**config.mk**
```make
export PLATFORM = sky130hd
export DESIGN_NAME = ddrnib_framer
export DESIGN_NICKNAME = d
export VERILOG_FILES = /design/src/rtl/ddrnib_pkg.sv /design/src/rtl/ddrnib_gather.sv /design/src/rtl/ddrnib_kreg.sv /design/src/rtl/ddrnib_enc8b10b.sv /design/src/rtl/ddrnib_framer.sv
export SDC_FILE = /design/constraint.sdc
export NUM_CORES = 1
export LEC_CHECK = 0
export BUFFER_PORTS_ARGS = -buffer_cell sky130_fd_sc_hd__buf_4
export CORE_AREA = 4 4 92 94
export DETAILED_ROUTE_END_ITERATION = 8
export DIE_AREA = 0 0 96 98
export GPL_TIMING_DRIVEN = 0
export PLACE_DENSITY = 0.68
export SYNTH_ARGS = -nofsm -noshare
export SYNTH_HDL_FRONTEND = slang
export SYNTH_SLANG_ARGS = --single-unit
```
**constraint.sdc**
```tcl
create_clock -name clk -period 10.9 [get_ports clk]
set_clock_uncertainty 0.05 [all_clocks]
set_input_delay 1.09 -clock clk [delete_from_list [all_inputs] [get_ports clk]]
set_output_delay 1.09 -clock clk [all_outputs]
set_load 0.05 [all_outputs]
```
**src/rtl/ddrnib_pkg.sv**
```systemverilog
package ddrnib_pkg;

   localparam logic [7:0] KCH_COMMA = 8'hBC;

   function automatic logic kchar_legal(input logic [7:0] k);
      return (k[4:0] == 5'd28) || (k == 8'hF7) || (k == 8'hFB) ||
             (k == 8'hFD) || (k == 8'hFE);
   endfunction

   // negative-disparity 6-bit sub-block, bit 5 = a
   function automatic logic [5:0] sub6_neg(input logic [4:0] x, input logic k);
      logic [5:0] r;
      case (x)
         5'd0:  r = 6'b100111;  5'd1:  r = 6'b011101;
         5'd2:  r = 6'b101101;  5'd3:  r = 6'b110001;
         5'd4:  r = 6'b110101;  5'd5:  r = 6'b101001;
         5'd6:  r = 6'b011001;  5'd7:  r = 6'b111000;
         5'd8:  r = 6'b111001;  5'd9:  r = 6'b100101;
         5'd10: r = 6'b010101;  5'd11: r = 6'b110100;
         5'd12: r = 6'b001101;  5'd13: r = 6'b101100;
         5'd14: r = 6'b011100;  5'd15: r = 6'b010111;
         5'd16: r = 6'b011011;  5'd17: r = 6'b100011;
         5'd18: r = 6'b010011;  5'd19: r = 6'b110010;
         5'd20: r = 6'b001011;  5'd21: r = 6'b101010;
         5'd22: r = 6'b011010;  5'd23: r = 6'b111010;
         5'd24: r = 6'b110011;  5'd25: r = 6'b100110;
         5'd26: r = 6'b010110;  5'd27: r = 6'b110110;
         5'd28: r = k ? 6'b001111 : 6'b001110;
         5'd29: r = 6'b101110;  5'd30: r = 6'b011110;
         default: r = 6'b101011;
      endcase
      return r;
   endfunction

   // 4-bit sub-block in its negative-disparity form, bit 3 = f
   function automatic logic [3:0] sub4_neg(input logic [2:0] y, input logic alt7);
      logic [3:0] r;
      case (y)
         3'd0: r = 4'b1011;
         3'd1: r = 4'b1001;
         3'd2: r = 4'b0101;
         3'd3: r = 4'b1100;
         3'd4: r = 4'b1101;
         3'd5: r = 4'b1010;
         3'd6: r = 4'b0110;
         default: r = alt7 ? 4'b0111 : 4'b1110;
      endcase
      return r;
   endfunction

endpackage

```
**src/rtl/ddrnib_gather.sv**
```systemverilog
module ddrnib_gather #(
   parameter int LANES = 5,
   parameter int BEATS = 2
) (
   input  logic                             clk,
   input  logic                             rst_n,
   input  logic [LANES-1:0]                 rise_i,
   input  logic [LANES-1:0]                 fall_i,
   output logic                             last_o,
   output logic [2*BEATS*LANES-1:0]         raw_o,
   output logic [2*BEATS*(LANES-1)-1:0]     word_o,
   output logic                             flag_o
);
   localparam int SAMPLES = 2 * BEATS;
   localparam int DLANES  = LANES - 1;
   localparam int RAW_W   = SAMPLES * LANES;
   localparam int PAIR_W  = 2 * LANES;
   localparam int HOLD_W  = (BEATS - 1) * PAIR_W;
   localparam int CNT_W   = (BEATS > 2) ? $clog2(BEATS) : 1;

   logic [CNT_W-1:0]   beat_q;
   logic [HOLD_W-1:0]  hold_q;
   logic [SAMPLES-1:0] flags;

   assign last_o = (beat_q == CNT_W'(BEATS - 1));

   always_ff @(posedge clk or negedge rst_n) begin
      if (!rst_n)      beat_q <= '0;
      else if (last_o) beat_q <= '0;
      else             beat_q <= beat_q + 1'b1;
   end

   generate
      if (HOLD_W == PAIR_W) begin : g_hold_single
         always_ff @(posedge clk or negedge rst_n) begin
            if (!rst_n)       hold_q <= '0;
            else if (!last_o) hold_q <= {rise_i, fall_i};
         end
      end else begin : g_hold_shift
         always_ff @(posedge clk or negedge rst_n) begin
            if (!rst_n)       hold_q <= '0;
            else if (!last_o) hold_q <= {hold_q[HOLD_W-PAIR_W-1:0], rise_i, fall_i};
         end
      end
   endgenerate

   assign raw_o = {hold_q, rise_i, fall_i};

   for (genvar s = 0; s < SAMPLES; s++) begin : g_sample
      assign flags[s] = raw_o[RAW_W-1-s*LANES];
      assign word_o[SAMPLES*DLANES-1-s*DLANES -: DLANES] = raw_o[RAW_W-2-s*LANES -: DLANES];
   end

   assign flag_o = |flags;

   AST_BEAT_WRAP: assert property (@(posedge clk) disable iff (!rst_n)
      last_o |=> (beat_q == '0));

endmodule

```
**src/rtl/ddrnib_kreg.sv**
```systemverilog
module ddrnib_kreg
   import ddrnib_pkg::*;
#(
   parameter logic [7:0] DEFAULT_K = KCH_COMMA
) (
   input  logic       clk,
   input  logic       rst_n,
   input  logic       we_i,
   input  logic [7:0] wdata_i,
   output logic [7:0] k_eff_o
);
   logic [7:0] kreg_q;

   always_ff @(posedge clk or negedge rst_n) begin
      if (!rst_n)    kreg_q <= DEFAULT_K;
      else if (we_i) kreg_q <= wdata_i;
   end

   assign k_eff_o = kchar_legal(kreg_q) ? kreg_q : KCH_COMMA;

   AST_KCHAR_FALLBACK: assert property (@(posedge clk) disable iff (!rst_n)
      ($past(rst_n) && $past(we_i) && !kchar_legal($past(wdata_i))) |-> (k_eff_o == KCH_COMMA));

   AST_KCHAR_LOAD: assert property (@(posedge clk) disable iff (!rst_n)
      ($past(rst_n) && $past(we_i) && kchar_legal($past(wdata_i))) |-> (k_eff_o == $past(wdata_i)));

endmodule

```
**src/rtl/ddrnib_enc8b10b.sv**
```systemverilog
module ddrnib_enc8b10b
   import ddrnib_pkg::*;
(
   input  logic [7:0] din,
   input  logic       is_k,
   input  logic       rd_in,
   output logic [9:0] dout,
   output logic       rd_out
);
   logic [4:0] x;
   logic [2:0] y;
   logic [5:0] t6, c6;
   logic [3:0] t4, c4;
   logic       unbal6, unbal4, rd_mid, alt7, kflip;

   assign x = din[4:0];
   assign y = din[7:5];

   always_comb begin
      t6     = sub6_neg(x, is_k);
      unbal6 = ($countones(t6) != 3);
      if ((unbal6 || (x == 5'd7 && !is_k)) && rd_in) c6 = ~t6;
      else                                           c6 = t6;
      rd_mid = unbal6 ? ~rd_in : rd_in;

      alt7 = (y == 3'd7) &&
             (is_k ||
              (!rd_mid && (x == 5'd17 || x == 5'd18 || x == 5'd20)) ||
              ( rd_mid && (x == 5'd11 || x == 5'd13 || x == 5'd14)));
      t4     = sub4_neg(y, alt7);
      unbal4 = ($countones(t4) != 2);
      kflip  = is_k && !unbal4 && (y != 3'd3);
      if (unbal4 || y == 3'd3) c4 = rd_mid ? ~t4 : t4;
      else if (kflip)          c4 = rd_mid ? t4 : ~t4;
      else                     c4 = t4;
      rd_out = unbal4 ? ~rd_mid : rd_mid;
      dout   = {c6, c4};
   end

endmodule

```
**src/rtl/ddrnib_framer.sv**
```systemverilog
module ddrnib_framer
   import ddrnib_pkg::*;
#(
   parameter int         LANES      = 5,
   parameter int         BEATS      = 2,
   parameter int         BYTES      = 2,
   parameter bit         HAS_BYPASS = 1'b1,
   parameter logic [7:0] DEFAULT_K  = KCH_COMMA
) (
   input  logic                   clk,
   input  logic                   rst_n,
   input  logic [LANES-1:0]       lane_rise,
   input  logic [LANES-1:0]       lane_fall,
   input  logic                   bypass,
   input  logic                   kchar_we,
   input  logic [7:0]             kchar_wdata,
   output logic [BYTES*10-1:0]    code_out,
   output logic                   code_valid
);
   localparam int RAW_W  = 2 * BEATS * LANES;
   localparam int WORD_W = 2 * BEATS * (LANES - 1);
   localparam int CODE_W = BYTES * 10;

   generate
      if (LANES < 2)            begin : g_err_lanes $error("LANES must be at least 2"); end
      if (BEATS < 2)            begin : g_err_beats $error("BEATS must be at least 2"); end
      if (WORD_W != BYTES * 8)  begin : g_err_word  $error("data nibbles must fill whole bytes"); end
      if (RAW_W != CODE_W)      begin : g_err_raw   $error("raw group width must equal code width"); end
   endgenerate

   logic              grp_last, grp_flag, byp_eff, grp_sync;
   logic [RAW_W-1:0]  grp_raw;
   logic [WORD_W-1:0] grp_word;
   logic [7:0]        k_eff;
   logic [CODE_W-1:0] enc_code;
   logic              rd_c [BYTES+1];
   logic              rd_q, valid_q, byp_q;
   logic [CODE_W-1:0] code_q;

   ddrnib_gather #(.LANES(LANES), .BEATS(BEATS)) u_gather (
      .clk    (clk),
      .rst_n  (rst_n),
      .rise_i (lane_rise),
      .fall_i (lane_fall),
      .last_o (grp_last),
      .raw_o  (grp_raw),
      .word_o (grp_word),
      .flag_o (grp_flag)
   );

   ddrnib_kreg #(.DEFAULT_K(DEFAULT_K)) u_kreg (
      .clk     (clk),
      .rst_n   (rst_n),
      .we_i    (kchar_we),
      .wdata_i (kchar_wdata),
      .k_eff_o (k_eff)
   );

   generate
      if (HAS_BYPASS) begin : g_byp
         assign byp_eff = bypass;
      end else begin : g_nobyp
         logic unused_byp;
         assign unused_byp = bypass;
         assign byp_eff    = 1'b0;
      end
   endgenerate

   assign grp_sync = grp_flag && !byp_eff;
   assign rd_c[0]  = rd_q;

   for (genvar gi = 0; gi < BYTES; gi++) begin : g_byte
      logic [7:0] src;
      assign src = grp_sync ? k_eff : grp_word[WORD_W-1-8*gi -: 8];
      ddrnib_enc8b10b u_enc (
         .din    (src),
         .is_k   (grp_sync),
         .rd_in  (rd_c[gi]),
         .dout   (enc_code[CODE_W-1-10*gi -: 10]),
         .rd_out (rd_c[gi+1])
      );
   end

   always_ff @(posedge clk or negedge rst_n) begin
      if (!rst_n) begin
         code_q  <= '0;
         valid_q <= 1'b0;
         rd_q    <= 1'b0;
         byp_q   <= 1'b0;
      end else if (grp_last) begin
         code_q  <= byp_eff ? grp_raw : enc_code;
         rd_q    <= byp_eff ? rd_q : rd_c[BYTES];
         byp_q   <= byp_eff;
         valid_q <= 1'b1;
      end else begin
         valid_q <= 1'b0;
      end
   end

   assign code_out   = code_q;
   assign code_valid = valid_q;

   AST_VALID_SINGLE: assert property (@(posedge clk) disable iff (!rst_n)
      code_valid |=> !code_valid);

   AST_CODE_WEIGHT: assert property (@(posedge clk) disable iff (!rst_n)
      (code_valid && !byp_q) |-> (($countones(code_out[CODE_W-1 -: 10]) >= 4) &&
                                  ($countones(code_out[CODE_W-1 -: 10]) <= 6)));

   AST_RD_RULE: assert property (@(posedge clk) disable iff (!rst_n)
      (code_valid && !byp_q && !$past(rd_q)) |-> ($countones(code_out[CODE_W-1 -: 10]) >= 5));

   AST_RD_BYPASS_HOLD: assert property (@(posedge clk) disable iff (!rst_n)
      (code_valid && byp_q) |-> (rd_q == $past(rd_q)));

endmodule

```
Word-level counts from Yosys, hierarchy flattened
Index checks and enable logic that the tools add are counted.
{"block": "word_totals", "romBits": 0, "latchBits": 0, "mem_bits_rw": 0, "input_bits": 22, "register_bits": 41, "mem_count": 0}
{"block": "classes", "shift": 0, "n_lt_le_gt_ge": 0, "n_mul": 0, "add_sub_neg": 17, "n_bitwise": 9, "div_mod_pow": 0, "reduce_logical": 47, "eq_ne": 85, "n_mux": 27}
{"operator": "$pmux W6 S31", "n": 2}
{"operator": "$add A32 B32 Y32", "n": 6}
{"operator": "$eq A5 B5 Y1 const B", "n": 31}
{"operator": "$ne A32 B3 Y1 const B", "n": 4}
{"operator": "$eq A5 B4 Y1 const B", "n": 16}
{"operator": "$pmux W4 S7", "n": 2}
{"operator": "$eq A5 B3 Y1 const B", "n": 8}
{"operator": "$mux W4", "n": 10}
{"operator": "$eq A8 B8 Y1 const B", "n": 4}
{"operator": "$eq A3 B3 Y1 const B", "n": 8}
{"operator": "$mux W8", "n": 3}
{"operator": "$add A1 B1 Y2", "n": 10}
{"operator": "$eq A5 B2 Y1 const B", "n": 4}
{"operator": "$logic_or A1 B1 Y1", "n": 20}
{"operator": "$mux W20", "n": 1}
{"operator": "$logic_and A1 B1 Y1", "n": 15}
{"operator": "$eq A3 B2 Y1 const B", "n": 4}
{"operator": "$mux W6", "n": 2}
{"operator": "$not A6 Y6", "n": 2}
{"operator": "$eq A5 B1 Y1 const B", "n": 2}
{"operator": "$logic_not A5 Y1", "n": 2}
{"operator": "$not A4 Y4", "n": 2}
{"operator": "$mux W1", "n": 7}
{"operator": "$eq A3 B1 Y1 const B", "n": 2}
{"operator": "other kinds (7)", "n": 18}

Depth between registers and ports, before layout
Gate-level depths: netlist of the first run.
{"block": "logic_depth", "word_depth": 43, "mapped_depth": 34}

Modules after synthesis
Synthesis of the first run repeated with hierarchy kept, for this count alone.
{"block": "unflattened", "hier_cells": 432, "area_unflattened_um2": 3906.2}
{"module": "ddrnib_framer", "cells_per_inst": 110, "area_each_um2": 1214.9, "n_inst": 1}
{"module": "ddrnib_enc8b10b (g_byte[1].u_enc)", "cells_per_inst": 120, "area_each_um2": 843.3, "n_inst": 1}
{"module": "ddrnib_enc8b10b (g_byte[0].u_enc)", "cells_per_inst": 108, "area_each_um2": 740.7, "n_inst": 1}
{"module": "ddrnib_gather", "cells_per_inst": 50, "area_each_um2": 601.8, "n_inst": 1}
{"module": "ddrnib_kreg", "cells_per_inst": 44, "area_each_um2": 505.5, "n_inst": 1}

Worst setup path before layout of the first run
OpenSTA, ideal clock, no wires.
{"block": "synth_path", "kind": "in2reg", "from": "input lane_rise[4]", "to": "register code_q[3], in the netlist code_out[3]", "setup_ps": 87, "setup_slack_ps": 2391, "path_buffers": 2, "path_stages": 31, "required_time_ps": 10763, "arrival_time_ps": 8373, "path_cell_list": "or4_4 buf_6 and4_4 a22o_1 buf_6 maj3_2 a221oi_4 ha_1 fa_1 ha_1 and4bb_2 xnor2_2 or4_1 a21oi_1 o31a_1 or2_2 ha_1 xor2_1 a21oi_1 xnor3_1 or4_1 a41oi_1 nor2b_1 inv_1 ha_1 xnor2_1 nand2_1 o32ai_1 nor2b_1 o311ai_0 o211ai_1"}
{"block": "synth_between", "elab_chain_cells": 39}
{"item": "from (decl)", "line_no": "ddrnib_framer.sv:12", "text": "input logic [LANES-1:0] lane_rise,"}
{"item": "$reduce_or A4 Y1 *", "line_no": "ddrnib_gather.sv:54", "text": "assign flag_o = |flags;"}
{"item": "$logic_and A1 B1 Y1 *", "line_no": "ddrnib_framer.sv:69", "text": "assign grp_sync = grp_flag && !byp_eff;"}
{"item": "$mux W8", "line_no": "ddrnib_framer.sv:74", "text": "assign src = grp_sync ? k_eff : grp_word[WORD_W-1-8*gi -: 8];"}
{"item": "$eq A5 B5 Y1, or another cell as far along", "line_no": "ddrnib_pkg.sv:13", "text": "case (x)"}
{"item": "$pmux W6 S31", "line_no": "ddrnib_pkg.sv:13"}
{"item": "$add A1 B1 Y2 (not written as such)", "line_no": "ddrnib_enc8b10b.sv:21", "text": "unbal6 = ($countones(t6) != 3);"}
{"item": "$add A32 B32 Y32 (not written as such) (2 in series)", "line_no": "ddrnib_enc8b10b.sv:21"}
{"item": "$ne A32 B3 Y1", "line_no": "ddrnib_enc8b10b.sv:21"}
{"item": "[... 21 more ...]"}
{"item": "$add A1 B1 Y2 (not written as such)", "line_no": "ddrnib_enc8b10b.sv:31", "text": "unbal4 = ($countones(t4) != 2);"}
{"item": "$add A32 B32 Y32 (not written as such)", "line_no": "ddrnib_enc8b10b.sv:31"}
{"item": "$ne A32 B3 Y1", "line_no": "ddrnib_enc8b10b.sv:31"}
{"item": "$logic_not A1 Y1", "line_no": "ddrnib_enc8b10b.sv:32", "text": "kflip = is_k && !unbal4 && (y != 3'd3);"}
{"item": "$logic_and A1 B1 Y1 (2 in series)", "line_no": "ddrnib_enc8b10b.sv:32"}
{"item": "$mux W4", "line_no": "ddrnib_enc8b10b.sv:34", "text": "else if (kflip) c4 = rd_mid ? t4 : ~t4;"}
{"item": "$mux W4 *", "line_no": "ddrnib_enc8b10b.sv:33", "text": "if (unbal4 || y == 3'd3) c4 = rd_mid ? ~t4 : t4;"}
{"item": "$mux W20 *", "line_no": "ddrnib_framer.sv:91", "text": "code_q <= byp_eff ? grp_raw : enc_code;"}
{"item": "to (signal assigned)", "line_no": "ddrnib_framer.sv:91"}
{"item": "to (decl)", "line_no": "ddrnib_framer.sv:38", "text": "logic [CODE_W-1:0] code_q;"}
Mark *: on every way between the ends. The rest lies on a longest branch, timed or not.
A chain may end at the register's enable or synchronous reset.

Worst setup path in the final report of the first run
{"block": "layout_path", "from": "input lane_rise[4]", "to": "register code_q[1], in the netlist code_out[1]"}
The elaborated chain is that of the path after synthesis.

==> results of run 1 <==
## power groups by stage
| stage | Combinational (mW) | Clock, mW | Sequential (mW) |
|---|---|---|---|
| floorplan | 0.301 | 0 | 0.337 |
| global placement | 0.549 | 0 | 0.223 |
| detailed placement | 0.558 | 0 | 0.224 |
| CTS | 0.561 | 0.151 | 0.221 |
| global route | 0.608 | 0.158 | 0.227 |
| finish | 0.563 | 0.149 | 0.221 |
## layout make-up
cell class              instances  area [um2]
clock inverters                 3        65.1
well taps                     102         128
inverters                      23        86.3
multi-input cells             333        2440
clock buffers                   5        68.8
flip-flops and latches         41        1030
plain buffers                  21         175
repair buffers                 41         308
fillers                       703        3350
## synthesized netlist by cell type (6+ instances only)
library cell / number / area [um2]
a21oi_1: 18 / 90.1
dfrtp_1: 36 / 901
buf_6: 7 / 78.8
nand3_1: 15 / 75.1
xor2_1: 8 / 70.1
mux2_2: 19 / 214
o21ai_0: 16 / 80.1
ha_1: 20 / 250
nor2_1: 38 / 143
clkbuf_1: 6 / 22.5
a31oi_1: 11 / 68.8
inv_1: 22 / 82.6
o211ai_1: 9 / 67.6
xnor2_1: 11 / 96.3
nand2_1: 39 / 146
a22oi_1: 9 / 67.6
## metrics by stage
stage | power, mW | util, % | cells
after detailed placement | 0.782 | 54.5 | 561
final | 0.932 | 56.2 | 569
after global routing | 0.993 | 56.2 | 569
after global placement | 0.772 | 54.5 | 561
after CTS | 0.933 | 56.2 | 569
after floorplan | 0.637 | - | 418
## critical path, delay by kind of cell
family          cells  cell delay (ps)
simple gates       10             2300
fa+ha+maj           5             1600
compound gates     10             2920
xor+xnor            5             1440
buf+inv             3              350
## how the worst min path moves through the flow
stage / endpoint / slack, ps / cells past startpoint
2_1_floorplan: code_valid / 320 / 0
3_3_place_gp: code_valid / 330 / 0
3_5_place_dp: code_valid / 330 / 0
4_1_cts: code_valid / 350 / 0
5_1_grt: code_valid / 370 / 0
6_report: code_valid / 350 / 0
## cells by family after synthesis
logic type | Yosys count | synth area share (%)
AOI/OAI and AO/OA | 128 | 25.4
xor gates and xnor gates | 21 | 5.50
adders and majority gates | 27 | 9.69
DFF | 41 | 27.7
muxes | 24 | 7.08
and+or+nand+nor | 133 | 17.6
buffers and inverters | 44 | 7.01
## sequential cells by signal, summed over array words and instances, names as in the netlist
| signal | cells |
|---|---|
| code_out | 20 |
| code_valid | 1 |
| rd_q | 1 |
| u_gather.hold_q | 10 |
| u_gather.last_o | 1 |
| u_kreg.kreg_q | 8 |
## per-layer routing
metal,GRT usage [%],vias up
li1,-,1660
met1,33.8,1731
met2,36.0,138
met3,2.93,27
met4,8.97,0
met5,0,-
==> results by group, run 1 <==
Run status
  – Result of the run: finished clean

Drt
  – DR WL met2: 4890 um
  – Via-to-Cell Ratio: 6.25
  – Detailed-route via count: 3,556
  – Post-route met1 wirelength: 4730 um
  – Residual DRC: 0
  – Overall routed net length: 10,500 um
  – Iter 0 DRT Violations: 287
  – Met3 WL: 556 um
  – Number of nets with antenna violations after routing: 0
  – Number of detailed-route iterations in the first pass: 5
  – Top layer in use: met4
  – Wire length per cell after detailed routing: 18.5 um

Worst setup path
  – Top cell by count, worst path: ha_1
  – Critical Path Fanout Max: 10
  – CP max stage cell: a22oi_1
  – Setup crit start kind: primary input
  – Internal reg-to-reg setup slack: 1790 ps
  – Critical path capture point: code_out[1]
  – Reg-to-reg endpoint: code_out[1]
  – Stage delay of the slowest cell on the critical path: 540 ps
  – Kind of critical path: primary input to flip-flop
  – Launching instance or port of the critical path: lane_rise[4]
  – Required time worst endpoint: 11,080 ps
  – Element type at the critical path end: flip-flop
  – Startpoint of the lowest-slack register-to-register path: u_gather.hold_q[4]
  – Reg2reg path depth: 32
  – Data arrival time at the worst-slack endpoint: 9710 ps

Clocking
  – Setup fix buffers added after clock tree synthesis: 0
  – TritonCTS clock tree: yes
  – H-tree levels: 2
  – Clock transition at the register clock pins on the worst setup and hold paths after CTS: 80 ps
  – Sink count of the clock tree: 41
  – Clk_lat worst skew: 310 ps
  – Total of hold buffers inserted after clock tree synthesis: 0
  – Clock root buffer: clkbuf_8
  – Largest buffer count on any clock path: 2
  – Gates resized, CTS repair: 0
  – Number of buffers created by CTS: 5

Synthesis
  – Total of flip-flops plus latches after synthesis: 41
  – Sequential cell area fraction in the yosys report: 27.7%
  – Syn_nets: 464
  – Yosys warnings: 0
  – Avg Inst Size Synth: 8.93 um2
  – Count of flip-flops with a built-in enable after synthesis: 0
  – Share of synthesized flip-flops with an asynchronous set or reset: 100%
  – Most used flip-flop cell after synthesis: dfrtp_1
  – Syn Std Cell Area: 0.00373 mm2
  – Number of distinct library cells after synthesis: 80
  – Cell count after synthesis: 418

Pwr
  – Net switching power: 435 uW
  – Part of the total power dissipated in the clock network: 16.0%
  – Combinational share of power: 60.4%
  – Internal Power: 497 uW
  – Power Dens Cells: 217 mW/mm2
  – Net Sw Frac: 46.7%
  – Leakage power: 1.85 nW
  – Share of power burned in registers: 23.7%
  – Worst-case vdd ir drop: 106 uV

Die
  – Die height: 98 um
  – Core area: 0.00765 mm2
  – Initial core utilization: 48.8%
  – Die Outline Area: 0.00941 mm2
  – Die width: 96 um
  – Core Rows: 32
  – Number of ports placed on the die boundary: 43

STA
  – Final count of pins violating max slew: 0
  – Worst slack on hold paths: 352 ps
  – Actual slew at the worst max-slew pin: 950 ps
  – Slew HR: 36.0%
  – Share of the clock period used by the worst path: 87.4%
  – Final setup fails: 0
  – Unrepaired setup endpoints after global routing: no
  – Final critical-path required period: 9530 ps
  – TNS Setup: 0 ps
  – Number of endpoints with negative hold slack in the final report: 0
  – Maximum frequency from static timing analysis: 105 MHz
  – Fin worst setup slack: 1370 ps

Cells and area
  – Most common cell after layout, fill and taps aside: buf_4
  – Layout Cell Area excl Fill: 0.00430 mm2
  – Leading cell types in the layout, fill and taps excluded: 44 x buf_4, 39 x nand2_1, 38 x nor2_1
  – Number of antenna cells inserted: 0
  – Fraction of final layout cells with drive strength greater than 1: 24.4%
  – Area growth, synth to finish: 15.3%
  – Post-layout net count: 512

Run
  – # Max-Cap Violations: 0

Global route
  – GRT overflow: 0
  – GRT Util Overall: 23.6%
  – Maximum number of pins on one net before global-route repair: 42
  – First-pass GRT wire length: 17,600 um
  – Initial antenna violation count: 0
  – Vias in the first global route: 3,439

Place
  – Count of input and output buffers: 41
  – GP Congestion: 0.918
  – Detail Placement HPWL: 7970 um
  – Area after detailed placement: 0.00417 mm2
  – Post-placement worst setup slack: 1210 ps

Min path
  – Path type of the worst min-delay path: flip-flop to flip-flop
  – Launch instance of the worst min-delay path: u_gather.last_o
Power figures use the tool's default switching activity.
==> run 2: changes to the inputs <==
Settings changed: CORE_AREA 4 4 92 94 to 4 4 128 130, DIE_AREA 0 0 96 98 to 0 0 132 134, PLACE_DENSITY 0.68 to unset.
==> results by group, run 2 (same netlist as run 1, synthesis figures left out) <==
Cells and area
  – Number of antenna cells inserted: 0 (unchanged)
  – Layout Cell Area excl Fill: 0.00442 mm2 (+2.8%)
  – Fraction of final layout cells with drive strength greater than 1: 24.0% (-0.43 points)
  – Area growth, synth to finish: 18.5%
  – Layout filler cell count: 1,615 (+130%)
  – Post-layout net count: 512 (unchanged)
  – Most common cell after layout, fill and taps aside: buf_4
  – Number of flip-flops in the largest register: 20 (unchanged)
  – Leading cell types in the layout, fill and taps excluded: 44 x buf_4, 39 x nand2_1, 38 x nor2_1

STA
  – TNS Setup: 0 ps (unchanged)
  – Worst slack on hold paths: 343 ps (-9.42 ps)
  – Fin worst setup slack: 1230 ps (-139 ps)
  – Final critical-path required period: 9670 ps (+139 ps)
  – Share of the clock period used by the worst path: 88.7% (+1.3 points)
  – Slew HR: 37.5% (+1.5 points)
  – Final count of pins violating max slew: 0 (unchanged)
  – Unrepaired setup endpoints after global routing: no
  – Final setup fails: 0 (unchanged)
  – Number of endpoints with negative hold slack in the final report: 0 (unchanged)
  – Maximum frequency from static timing analysis: 103 MHz (-1.4%)
  – Actual slew at the worst max-slew pin: 930 ps (-20.1 ps)

Drt
  – Detailed-route via count: 3,513 (-1.2%)
  – Wire length per cell after detailed routing: 17.3 um (-6.9%)
  – Via-to-Cell Ratio: 5.36 (-14%)
  – Overall routed net length: 11,300 um (+7.2%)
  – Residual DRC: 0 (unchanged)
  – Number of detailed-route iterations in the first pass: 5 (unchanged)
  – Number of nets with antenna violations after routing: 0 (unchanged)
  – Iter 0 DRT Violations: 283 (-1.4%)

Die
  – Die width: 132 um (+38%)
  – Number of ports placed on the die boundary: 43 (unchanged)
  – Core area: 0.0151 mm2 (+98%)
  – Die Outline Area: 0.0177 mm2 (+88%)
  – Initial core utilization: 24.6% (-24 points)
  – Core Rows: 45 (+41%)
  – Die height: 134 um (+37%)

Worst setup path
  – Kind of cell adding the most delay to the critical path: compound AO/OA/AOI/OAI gates
  – Element type at the critical path end: flip-flop
  – Startpoint of the lowest-slack register-to-register path: u_gather.hold_q[4]
  – Critical Path Fanout Max: 10 (unchanged)
  – Reg-to-reg endpoint: code_out[1]
  – Setup crit start kind: primary input
  – Top cell by count, worst path: ha_1
  – Reg2reg path depth: 32 (unchanged)
  – Internal reg-to-reg setup slack: 1680 ps (-110 ps)
  – Data arrival time at the worst-slack endpoint: 9820 ps (+110 ps)
  – Kind of critical path: primary input to flip-flop
  – Stage delay of the slowest cell on the critical path: 560 ps (+20 ps)
  – Total buffers and inverters traversed by the critical path: 3 (unchanged)
  – Required time worst endpoint: 11,060 ps (-20 ps)
  – CP max stage cell: a22oi_1

Clocking
  – Number of buffers created by CTS: 5 (unchanged)
  – Clk_lat worst skew: 290 ps (-20 ps)
  – Largest buffer count on any clock path: 2 (unchanged)
  – Clock root buffer: clkbuf_16
  – H-tree levels: 2 (unchanged)
  – Total of hold buffers inserted after clock tree synthesis: 0 (unchanged)
  – TritonCTS clock tree: yes
  – Gates resized, CTS repair: 0 (unchanged)
  – Setup fix buffers added after clock tree synthesis: 0 (unchanged)
  – Sink count of the clock tree: 41 (unchanged)
  – Clock transition at the register clock pins on the worst setup and hold paths after CTS: 60 ps (-20 ps)

Run status
  – Result of the run: finished clean

Place
  – Count of input and output buffers: 41 (unchanged)
  – GP Congestion: 0.908 (-1.1%)
  – Post-placement worst setup slack: 1070 ps (-146 ps)
  – Area after detailed placement: 0.00427 mm2 (+2.6%)
  – Detail Placement HPWL: 8630 um (+8.4%)

Pwr
  – Leakage power: 1.85 nW (+0.16%)
  – Share of power burned in registers: 23.8% (about the same)
  – Internal Power: 498 uW (+0.15%)
  – Total power of the final layout: 938 uW (+0.59%)
  – Net switching power: 440 uW (+1.1%)
  – Combinational share of power: 59.8% (-0.6 points)
  – Power Dens Cells: 212 mW/mm2 (-2.1%)
  – Part of the total power dissipated in the clock network: 16.3% (+0.3 points)
  – Net Sw Frac: 46.9% (+0.24 points)
  – Worst-case vdd ir drop: 87.4 uV (-17%)

Global route
  – Initial antenna violation count: 0 (unchanged)
  – Maximum number of pins on one net before global-route repair: 42 (unchanged)
  – Vias in the first global route: 3,333 (-3.1%)
  – GRT Util Overall: 12.5% (-11 points)
  – GRT overflow: 0 (unchanged)
  – First-pass GRT wire length: 18,000 um (+2.6%)

Min path
  – End of the worst hold path: code_valid
  – Launch instance of the worst min-delay path: u_gather.last_o
  – Path type of the worst min-delay path: flip-flop to flip-flop
  – Worst hold path cell count: 0 (unchanged)

Run
  – # Max-Cap Violations: 0 (unchanged)
run 2: changes by cell type in the layout (fill, tap and decap cells not counted):
| cell | delta |
|---|---|
| clkbuf_16 | +5 |
| clkbuf_8 | -4 |
| bufinv_16 | -2 |
| clkbuf_1 | +2 |
| clkinv_2 | -1 |
run 2: through the flow:
step	cells	util, %
after floorplan	418	-
after global placement	647	28.2
after detailed placement	647	28.2
after CTS	655	29.2
after global routing	655	29.2
final	655	29.2
run 2: how the worst max path moves through the flow:
| stage | from | endpoint | slack (ps) | depth (start not counted) |
|---|---|---|---|---|
| 2_1_floorplan | lane_rise[4] | code_out[3] | 2390 | 31 |
| 3_3_place_gp | lane_rise[4] | code_out[1] | 1190 | 33 |
| 3_5_place_dp | lane_rise[4] | code_out[1] | 1070 | 33 |
| 4_1_cts | lane_rise[4] | code_out[1] | 1330 | 33 |
| 5_1_grt | lane_rise[4] | code_out[1] | 820 | 33 |
| 6_report | lane_rise[4] | code_out[1] | 1230 | 33 |
run 2: cell type report:
type / instances / area, um2 / share of cell area [%]
inverters: 23 / 86.3 / 1.95
plain buffers: 21 / 175 / 3.96
multi-input cells: 333 / 2440 / 55.1
repair buffers: 41 / 308 / 6.96
well taps: 188 / 235 / 5.32
clock buffers: 8 / 146 / 3.31
flip-flops and latches: 41 / 1030 / 23.4
run 2: power groups by stage:
stage / registers [mW] / logic [mW] / clock network, mW
6_report: 0.224 / 0.561 / 0.153
5_1_grt: 0.230 / 0.609 / 0.165
4_1_cts: 0.225 / 0.563 / 0.156
3_5_place_dp: 0.227 / 0.561 / 0
3_3_place_gp: 0.226 / 0.553 / 0
2_1_floorplan: 0.337 / 0.301 / 0
run 2: metal layers:
layer	track usage [%]	part of all wire, %
met1	18.5	48
met2	18.8	43
met3	2.78	7.7
met4	2.45	1.1
met5	0	0
